### config.mk
export PLATFORM = sky130hd
export DESIGN_NAME = pbus_slave
export DESIGN_NICKNAME = d
export VERILOG_FILES = /design/src/rtl/pbus_pkg.sv /design/src/rtl/pbus_sync.sv /design/src/rtl/pbus_fsm.sv /design/src/rtl/pbus_regs.sv /design/src/rtl/pbus_slave.sv
export SDC_FILE = /design/constraint.sdc
export NUM_CORES = 1
export LEC_CHECK = 0
export BUFFER_PORTS_ARGS = -buffer_cell sky130_fd_sc_hd__buf_4
export CAP_MARGIN = 20
export CELL_PAD_IN_SITES_DETAIL_PLACEMENT = 1
export CELL_PAD_IN_SITES_GLOBAL_PLACEMENT = 1
export CORE_AREA = 5 5 84 86
export CTS_CLUSTER_DIAMETER = 150
export DETAILED_ROUTE_END_ITERATION = 6
export DIE_AREA = 0 0 89 91
export PLACE_DENSITY_LB_ADDON = 0.1
export SETUP_SLACK_MARGIN = 0.2
export SLEW_MARGIN = 25
export SYNTH_ARGS = -nofsm -noshare
export SYNTH_HDL_FRONTEND = slang
export SYNTH_SLANG_ARGS = --single-unit
### constraint.sdc
create_clock -name clk -period 1.9 [get_ports clk]
set_clock_uncertainty 0.05 [all_clocks]
set_input_delay 0 -clock clk [delete_from_list [all_inputs] [get_ports clk]]
set_output_delay 0 -clock clk [all_outputs]
set_load 0.005 [all_outputs]
### src/rtl/pbus_pkg.sv
package pbus_pkg;

    typedef enum logic [2:0] {
        ST_IDLE,
        ST_ARMED,
        ST_WRITE,
        ST_READ,
        ST_HOLD
    } bus_state_t;

    typedef struct packed {
        logic sel;
        logic cs_n;
        logic wr_n;
        logic rd_n;
    } bus_ctl_t;

    localparam bus_ctl_t CTL_IDLE = '{sel: 1'b0, cs_n: 1'b1, wr_n: 1'b1, rd_n: 1'b1};

endpackage

### src/rtl/pbus_sync.sv
module pbus_sync #(
    parameter int           W       = 1,
    parameter int           STAGES  = 2,
    parameter logic [W-1:0] RST_VAL = '0
) (
    input  logic         clk,
    input  logic         rst_n,
    input  logic [W-1:0] d,
    output logic [W-1:0] q
);

    generate
        for (genvar g = 0; g < STAGES; g++) begin : g_stage
            logic [W-1:0] r;
            if (g == 0) begin : g_first
                always_ff @(posedge clk or negedge rst_n) begin
                    if (!rst_n) r <= RST_VAL;
                    else        r <= d;
                end
            end else begin : g_next
                always_ff @(posedge clk or negedge rst_n) begin
                    if (!rst_n) r <= RST_VAL;
                    else        r <= g_stage[g-1].r;
                end
            end
        end
    endgenerate

    assign q = g_stage[STAGES-1].r;

endmodule

### src/rtl/pbus_fsm.sv
module pbus_fsm
    import pbus_pkg::*;
(
    input  logic     clk,
    input  logic     rst_n,
    input  bus_ctl_t ctl,
    output logic     wr_done,
    output logic     rd_start,
    output logic     win_end,
    output logic     drive
);

    bus_state_t state_q, state_d;

    // state register
    always_ff @(posedge clk or negedge rst_n) begin
        if (!rst_n) state_q <= ST_IDLE;
        else        state_q <= state_d;
    end

    // transitions: close has priority, write beats read
    always_comb begin
        state_d = state_q;
        unique case (state_q)
            ST_IDLE: begin
                if (!ctl.cs_n) state_d = ST_ARMED;
            end
            ST_ARMED, ST_HOLD: begin
                if (ctl.cs_n)       state_d = ST_IDLE;
                else if (!ctl.wr_n) state_d = ST_WRITE;
                else if (!ctl.rd_n) state_d = ST_READ;
            end
            ST_WRITE: begin
                if (ctl.cs_n)      state_d = ST_IDLE;
                else if (ctl.wr_n) state_d = ST_ARMED;
            end
            ST_READ: begin
                if (ctl.cs_n)      state_d = ST_IDLE;
                else if (ctl.rd_n) state_d = ST_HOLD;
            end
            default: state_d = ST_IDLE;
        endcase
    end

    // outputs
    always_comb begin
        wr_done  = 1'b0;
        rd_start = 1'b0;
        win_end  = 1'b0;
        drive    = 1'b0;
        unique case (state_q)
            ST_IDLE: ;
            ST_ARMED: begin
                rd_start = (state_d == ST_READ);
                win_end  = (state_d == ST_IDLE);
            end
            ST_WRITE: begin
                wr_done = (state_d == ST_ARMED);
                win_end = (state_d == ST_IDLE);
            end
            ST_READ: begin
                drive   = 1'b1;
                win_end = (state_d == ST_IDLE);
            end
            ST_HOLD: begin
                drive    = 1'b1;
                rd_start = (state_d == ST_READ);
                win_end  = (state_d == ST_IDLE);
            end
            default: ;
        endcase
    end

endmodule

### src/rtl/pbus_regs.sv
module pbus_regs #(
    parameter int BYTE_W = 8
) (
    input  logic              clk,
    input  logic              rst_n,
    input  logic              nib_mode,
    input  logic              s_sel,
    input  logic [BYTE_W-1:0] s_data,
    input  logic              wr_done,
    input  logic              rd_start,
    input  logic              win_end,
    output logic [BYTE_W-1:0] cmd_q,
    output logic              cmd_valid,
    input  logic [BYTE_W-1:0] status_i,
    input  logic              irq_req,
    output logic              irq,
    output logic [BYTE_W-1:0] wr_data,
    output logic              wr_valid,
    input  logic              wr_ready,
    input  logic [BYTE_W-1:0] rd_data,
    input  logic              rd_valid,
    output logic              rd_ready,
    output logic [BYTE_W-1:0] out_q
);

    localparam int NIB_W = BYTE_W / 2;

    logic              phase_q;
    logic [NIB_W-1:0]  lo_q;
    logic [BYTE_W-1:0] snap_q;
    logic [BYTE_W-1:0] wr_byte;
    logic [BYTE_W-1:0] rd_src;
    logic              first_strobe;
    logic              byte_done;
    logic              stat_read;
    logic              accept;

    assign first_strobe = !nib_mode || !phase_q;
    assign byte_done    = wr_done && (!nib_mode || phase_q);
    assign stat_read    = rd_start && first_strobe && s_sel;
    assign accept       = !wr_valid || wr_ready;
    assign rd_ready     = rd_start && first_strobe && !s_sel && rd_valid;

    always_comb begin
        wr_byte = nib_mode ? {s_data[NIB_W-1:0], lo_q} : s_data;
        if (s_sel)         rd_src = status_i;
        else if (rd_valid) rd_src = rd_data;
        else               rd_src = '0;
    end

    // nibble phase, cleared when the window closes
    always_ff @(posedge clk or negedge rst_n) begin
        if (!rst_n) begin
            phase_q <= 1'b0;
            lo_q    <= '0;
        end else if (win_end) begin
            phase_q <= 1'b0;
        end else if (nib_mode && (wr_done || rd_start)) begin
            phase_q <= !phase_q;
            if (wr_done && !phase_q) lo_q <= s_data[NIB_W-1:0];
        end
    end

    // command register
    always_ff @(posedge clk or negedge rst_n) begin
        if (!rst_n) begin
            cmd_q     <= '0;
            cmd_valid <= 1'b0;
        end else begin
            cmd_valid <= 1'b0;
            if (byte_done && s_sel) begin
                cmd_q     <= wr_byte;
                cmd_valid <= 1'b1;
            end
        end
    end

    // write stream, one-deep
    always_ff @(posedge clk or negedge rst_n) begin
        if (!rst_n) begin
            wr_data  <= '0;
            wr_valid <= 1'b0;
        end else if (byte_done && !s_sel && accept) begin
            wr_data  <= wr_byte;
            wr_valid <= 1'b1;
        end else if (wr_valid && wr_ready) begin
            wr_valid <= 1'b0;
        end
    end

    // read output register
    always_ff @(posedge clk or negedge rst_n) begin
        if (!rst_n) begin
            out_q  <= '0;
            snap_q <= '0;
        end else if (rd_start) begin
            if (first_strobe) begin
                snap_q <= rd_src;
                out_q  <= nib_mode ? {{NIB_W{1'b0}}, rd_src[NIB_W-1:0]} : rd_src;
            end else begin
                out_q  <= {{NIB_W{1'b0}}, snap_q[BYTE_W-1:NIB_W]};
            end
        end
    end

    // interrupt: set wins over clear
    always_ff @(posedge clk or negedge rst_n) begin
        if (!rst_n)         irq <= 1'b0;
        else if (irq_req)   irq <= 1'b1;
        else if (stat_read) irq <= 1'b0;
    end

endmodule

### src/rtl/pbus_slave.sv
module pbus_slave
    import pbus_pkg::*;
#(
    parameter int BYTE_W      = 8,
    parameter int SYNC_STAGES = 2
) (
    input  logic              clk,
    input  logic              rst_n,
    input  logic              nib_mode,
    input  logic              hb_sel_cmd,
    input  logic              hb_cs_n,
    input  logic              hb_wr_n,
    input  logic              hb_rd_n,
    input  logic [BYTE_W-1:0] hb_data_i,
    output logic [BYTE_W-1:0] hb_data_o,
    output logic              hb_data_oe,
    output logic              hb_irq,
    output logic [BYTE_W-1:0] cmd_q,
    output logic              cmd_valid,
    input  logic [BYTE_W-1:0] status_i,
    input  logic              irq_req,
    output logic [BYTE_W-1:0] wr_data,
    output logic              wr_valid,
    input  logic              wr_ready,
    input  logic [BYTE_W-1:0] rd_data,
    input  logic              rd_valid,
    output logic              rd_ready
);

    localparam int SYNC_W = $bits(bus_ctl_t) + BYTE_W;

    bus_ctl_t          raw_ctl;
    bus_ctl_t          s_ctl;
    logic [BYTE_W-1:0] s_data;
    logic              wr_done;
    logic              rd_start;
    logic              win_end;

    assign raw_ctl = '{sel: hb_sel_cmd, cs_n: hb_cs_n, wr_n: hb_wr_n, rd_n: hb_rd_n};

    pbus_sync #(
        .W       (SYNC_W),
        .STAGES  (SYNC_STAGES),
        .RST_VAL ({CTL_IDLE, {BYTE_W{1'b0}}})
    ) u_sync (
        .clk   (clk),
        .rst_n (rst_n),
        .d     ({raw_ctl, hb_data_i}),
        .q     ({s_ctl, s_data})
    );

    pbus_fsm u_fsm (
        .clk      (clk),
        .rst_n    (rst_n),
        .ctl      (s_ctl),
        .wr_done  (wr_done),
        .rd_start (rd_start),
        .win_end  (win_end),
        .drive    (hb_data_oe)
    );

    pbus_regs #(.BYTE_W(BYTE_W)) u_regs (
        .clk       (clk),
        .rst_n     (rst_n),
        .nib_mode  (nib_mode),
        .s_sel     (s_ctl.sel),
        .s_data    (s_data),
        .wr_done   (wr_done),
        .rd_start  (rd_start),
        .win_end   (win_end),
        .cmd_q     (cmd_q),
        .cmd_valid (cmd_valid),
        .status_i  (status_i),
        .irq_req   (irq_req),
        .irq       (hb_irq),
        .wr_data   (wr_data),
        .wr_valid  (wr_valid),
        .wr_ready  (wr_ready),
        .rd_data   (rd_data),
        .rd_valid  (rd_valid),
        .rd_ready  (rd_ready),
        .out_q     (hb_data_o)
    );

endmodule

# ---- After elaboration in Yosys (flattened, before gate mapping)
# Cells that the tools add are included.
dict set report totals {
  ff_bits 67
  inputBits 34
  output_inout_bits 29
  wordCells 73
}
dict set report op_classes {
  n_eq_ne 6
  muxes 25
  bitwise_logic 1
  reduce_logical 29
}
# operator n
set ops {}
lappend ops {{8-bit 2-to-1 mux} 5}
lappend ops {{3-bit 2-to-1 mux} 8}
lappend ops {{3-bit one-hot mux with 4 select lines} 1}
lappend ops {{1-bit logical AND} 11}
lappend ops {{1-bit 2-to-1 mux} 11}
lappend ops {{3-bit by 2-bit equality test with 1-bit output (second input constant)} 3}
lappend ops {{3-bit by 1-bit equality test with 1-bit output (second input constant)} 2}
lappend ops {{3-bit zero test} 2}
lappend ops {{2-bit nonzero test} 3}
lappend ops {{1-bit zero test} 4}
lappend ops {{1-bit logical OR} 4}
lappend ops {{2-bit OR reduction} 2}
lappend ops {{4-bit OR reduction} 1}
lappend ops {{3-bit equality test (second input constant)} 1}
lappend ops {{3-bit AND reduction} 1}
lappend ops {{2-bit AND reduction} 1}
lappend ops {{1-bit NOT} 1}

# ---- Longest topological paths before layout
dict set report logic_depth {
  word_depth 10
  ltp_mapped 6
  ltp_nobuf 4
}

# ---- By module
# From an unflattened synthesis, not the netlist that was laid out.
dict set report unflattened {
  cells_unflattened 178
  area_unflattened_um2 2491.1
}
# mod instances cells_per_inst area_per_inst_um2 seq_area_each_um2
set by_module_without_submodules {}
lappend by_module_without_submodules {pbus_regs 1 125 1640.3 900.9}
lappend by_module_without_submodules {pbus_sync 1 24 608.1 608.1}
lappend by_module_without_submodules {pbus_fsm 1 29 242.7 75.1}

# ---- Worst setup path after synthesis
# No wires, ideal clock.
dict set report synth_timing {
  kind {register to register}
  start {reg u_sync.g_stage[1].r[9] (netlist: u_sync.q[9])}
  end {reg u_regs.wr_data[0]}
  setup_time_ns 0.125
  t_arrival_ns 1.582
  t_required_ns 1.725
  slack_ns 0.143
  path_stages_with_launch 6
  synth_period_minus_slack_ns 1.757
  cell_sequence {dfstp_2 nor2b_2 nand4_1 or3_1 buf_6 mux2_4}
}
dict set report synth_between {
  elab_chain_cells 8
  word_cells_on_any_way 10
  cone_classes {eq/ne (1); mux (6); reduce/logical (3)}
}
# element line_no
set synth_lines {}
lappend synth_lines {{start, declared} pbus_sync.sv:14} ;# logic [W-1:0] r;
lappend synth_lines {{start signal, assigned} pbus_sync.sv:23} ;# else r <= g_stage[g-1].r;
lappend synth_lines {{3-bit 2-to-1 mux, on equally long branches} {pbus_fsm.sv:35, pbus_fsm.sv:30}}
lappend synth_lines {{3-bit 2-to-1 mux, on equally long branches} {pbus_fsm.sv:34, pbus_fsm.sv:29}}
lappend synth_lines {{3-bit one-hot mux with 4 select lines *} pbus_fsm.sv:24} ;# unique case (state_q)
lappend synth_lines {{3-bit by 1-bit equality test with 1-bit output *} pbus_fsm.sv:58} ;# wr_done = (state_d == ST_ARMED);
lappend synth_lines {{1-bit 2-to-1 mux *} pbus_fsm.sv:51} ;# unique case (state_q)
lappend synth_lines {{1-bit logical AND *} pbus_regs.sv:39} ;# assign byte_done = wr_done && (!nib_mode || phase_q);
lappend synth_lines {{1-bit logical AND * (2 in a row)} pbus_regs.sv:83} ;# end else if (byte_done && !s_sel && accept) begin
lappend synth_lines {{end signal, assigned} pbus_regs.sv:84} ;# wr_data <= wr_byte;
lappend synth_lines {{end, declared} pbus_regs.sv:17} ;# output logic [BYTE_W-1:0] wr_data,
# Every way passes the cells marked *; elsewhere a longest branch is shown, timed or not.
# A chain may end at the register's enable or synchronous reset.

# ---- Worst setup path in the final report
dict set report layout_timing {
  start {reg u_sync.g_stage[1].r[9] (netlist: u_sync.q[9])}
  end {reg u_regs.wr_data[4]}
}
# The elaborated chain is that of the path after synthesis.

==> impl_summary.log <==
INFO  metric post-route-drc-count = 0
INFO  metric startpoint_to_endpoint_class_of_the_critical_path = reg2reg
INFO  metric yosysWarningCount = 0
INFO  metric cap_viol_max_count = 0
INFO  metric start_util = 40.43%
INFO  metric synth_enable_flop_cells = 0
INFO  metric global_route.usage.total = 15.91%
INFO  metric yosysTopAreaCellShare = 56.86%
INFO  metric n_fill_cell = 646
INFO  metric insertion_delay = 0.33 ns
INFO  metric syn_area_per_cell = 13.71 um^2
INFO  metric antenna_left = 0
INFO  metric first_iter_violations = 26
INFO  metric worst_hold_slack = 0.04897 ns
INFO  metric most-common-layout-cells = buf_4 (74), dfrtp_1 (57), dlygate4sd3_1 (21)
INFO  metric cp-start-kind = register
INFO  metric synth-seq-area-share = 63.14%
INFO  metric netlist.top_cell.by_area = dfrtp_1
INFO  metric vias_per_cell = 4.964
INFO  metric worst-slew-pin-transition = 0.7819 ns
INFO  metric mappedNetlistNets = 217
INFO  metric utilization = 57.03%
INFO  metric detailroute.via_count = 1,802
INFO  metric grt_max_degree = 64
INFO  metric clk_transition_reported_paths = 0.07 ns
INFO  metric achievable-frequency = 564.1 MHz
INFO  metric end_kind = register
INFO  metric pwr-share-comb = 20.4%
INFO  metric final_hold_viol_count = 0
INFO  metric syn-instance-count = 183
INFO  metric first_global_vias = 1,946
INFO  metric postSynth.asyncResetShare = 100.0%
INFO  metric cts-htree-levels = 3
INFO  metric most_frequent_standard_cell_in_the_layout_excluding_fill_and_tap_cells = buf_4
INFO  metric run_status = complete, no violations
INFO  metric grt_remaining_overflow = 0
INFO  metric power.switching = 867.9 uW
INFO  metric pwr_density_cell = 943.9 nW/um^2
INFO  metric netSwitchingFraction = 25.99%
INFO  metric tritoncts_num_sinks = 63
INFO  metric total_negative_slack_for_setup_checks = 0 ns
INFO  metric synth_top_flop_cell = dfrtp_1
INFO  metric antenna_found_initial = 0
INFO  metric cp_data_arrival_time = 1.93 ns
INFO  metric fp.dieW = 89 um
INFO  metric worstHoldStart = rd_data[5]
INFO  metric gp_congestion = 0.7525
INFO  metric placement_rows = 29
INFO  metric design.die.area = 8099 um^2
INFO  metric maxSlewViolCount = 0
INFO  metric internal_power = 2.472 mW
INFO  metric num-nets-final = 316
INFO  metric coreArea = 6205 um^2
INFO  metric area_grow_syn2layout = 41.05%
INFO  metric crit_path_start = u_sync.q[9]
INFO  metric synth.ff_latch_count = 63
INFO  metric grt_setup_unrepaired = yes
INFO  metric tritoncts = yes
INFO  metric dieHeight = 91 um
INFO  metric diodes_inserted = 0
INFO  metric ios = 63
INFO  metric worstPathRequired = 2.06 ns
INFO  metric ctsLongestPathBuffers = 2
INFO  metric period_minus_slack = 1.773 ns
INFO  metric layout-drive-gt1-share = 47.55%
INFO  metric yosysUniqueCellTypes = 37
INFO  metric numCtsBuffers = 9
INFO  metric r2r-start = u_sync.q[9]
INFO  metric hold_path.class = in2reg
INFO  metric total_wire_length = 6.111 mm
INFO  metric power.clock.fraction = 29.4%
INFO  metric vdd_ir_drop_max = 0.4971 mV
INFO  metric maxSlewHeadroom = 47.88%
INFO  metric seq_power_share = 50.2%
INFO  metric report.power.total = 3.340 mW
INFO  metric power.leakage = 1.720 nW
INFO  metric syn-cell-area = 2509 um^2
INFO  metric post_drt_wl_per_cell = 16.83 um
INFO  metric yosys-top-cells-area = dfrtp_1 (57%), mux2_2 (9.0%), dfstp_2 (6.3%), mux2_4 (4.8%), o21ai_0 (2.8%)
INFO  metric timing.final.crit_share = 93.31%
INFO  metric clock_tree_root = clkbuf_8
INFO  metric detailedRoute.firstPassIterationCount = 4
INFO  metric first_pass_grt_wire_length = 9.811 mm
INFO  metric hpwl = 3.918 mm
INFO  metric worst-path-max-fanout = 8
INFO  metric finalSetupViolations = 0
INFO  metric portBuffers = 62
[cell type report]
cell class	count	area [um^2]	share of cell area [%]
clock buffers	11	141.4	3.996
multi-input cells	110	909.6	25.71
inverters	2	7.507	0.2122
well taps	77	96.34	2.723
repair buffers	96	777.0	21.96
flip-flops and latches	63	1584	44.77
clock inverters	4	22.52	0.6365
[worst paths after layout]
check,slack (ns),end,depth (start not counted)
max reg2reg,0.13,u_regs.wr_data[4],5
min reg2reg,0.30,u_sync.q[0],0
min,0.05,u_regs.snap_q[5],5
min in group asynchronous,0.25,u_regs.irq,2
max,0.13,u_regs.wr_data[4],5
max in group asynchronous,1.04,u_sync.q[2],2
[cell usage after synthesis (4+ instances only)]
cell type,number
a221o_1,4
o21ai_1,4
nand2_1,12
mux2_2,20
buf_2,5
dfrtp_1,57
nor2_1,5
dfstp_2,6
mux2_4,8
o31ai_2,4
o21ai_0,14
a22oi_1,5
[per-stage QoR]
stage | instance area, um^2 | setup slack (ns) | std cells
floorplan | 2514 | 0.2087 | 183
CTS | 3492 | 0.1193 | 360
global route | 3538 | 0.05724 | 363
finish | 3538 | 0.1271 | 363
global placement | 3069 | 0.1045 | 319
detailed placement | 3069 | 0.08170 | 319
[power groups by stage]
stage          clock network [mW]  logic (mW)  registers (mW)
6_report                    0.980       0.682            1.68
4_1_cts                      1.02       0.685            1.68
3_5_place_dp                    0       0.646            1.70
2_1_floorplan                   0       0.295            1.68
3_3_place_gp                    0       0.627            1.69
5_1_grt                      1.08       0.759            1.70
[metal layers]
metal,vias to the layer above,routed length (um),global-route usage [%]
met2,40,3232,25.74
met3,9,250,3.529
met1,905,2537,20.61
met5,-,0,0
li1,848,-,-
met4,0,91,6.328
[worst max-delay path, cell delays in order, from the launching register on]
cell     delay (ns)
dfstp_2        0.55
nor2b_4        0.15
nand4_1        0.10
or3_1          0.35
buf_6          0.16
mux2_4         0.30
[registers in the layout, indices dropped and copies added, names as in the netlist]
name	cells
u_regs.cmd_q	8
u_regs.wr_valid	1
u_fsm.state_q	3
u_regs.wr_data	8
u_regs.irq	1
u_sync.q	12
u_regs.cmd_valid	1
u_sync.g_stage.r	12
u_regs.out_q	8
u_regs.phase_q	1
u_regs.lo_q	4
u_regs.snap_q	4
[cell families after synthesis]
family,after synthesis,synth area share (%)
XOR/XNOR,3,1.048
flip-flops,63,63.14
AND/OR/NAND/NOR,36,7.881
buffers and inverters,12,2.643
AO/OA/AOI/OAI,40,11.12
multiplexers,29,14.16
[what timing repair did]
item                                    in CTS  in global routing
gates cloned                                 0                  2
resized for setup                            2                  6
pin swaps                                    0                  3
buffers inserted                             5                  1
endpoints found under the hold margin       77                  0
hold buffers                                21                  0
endpoints found under the setup margin      21                 24
No activity file was read; power rests on OpenSTA's default activity.
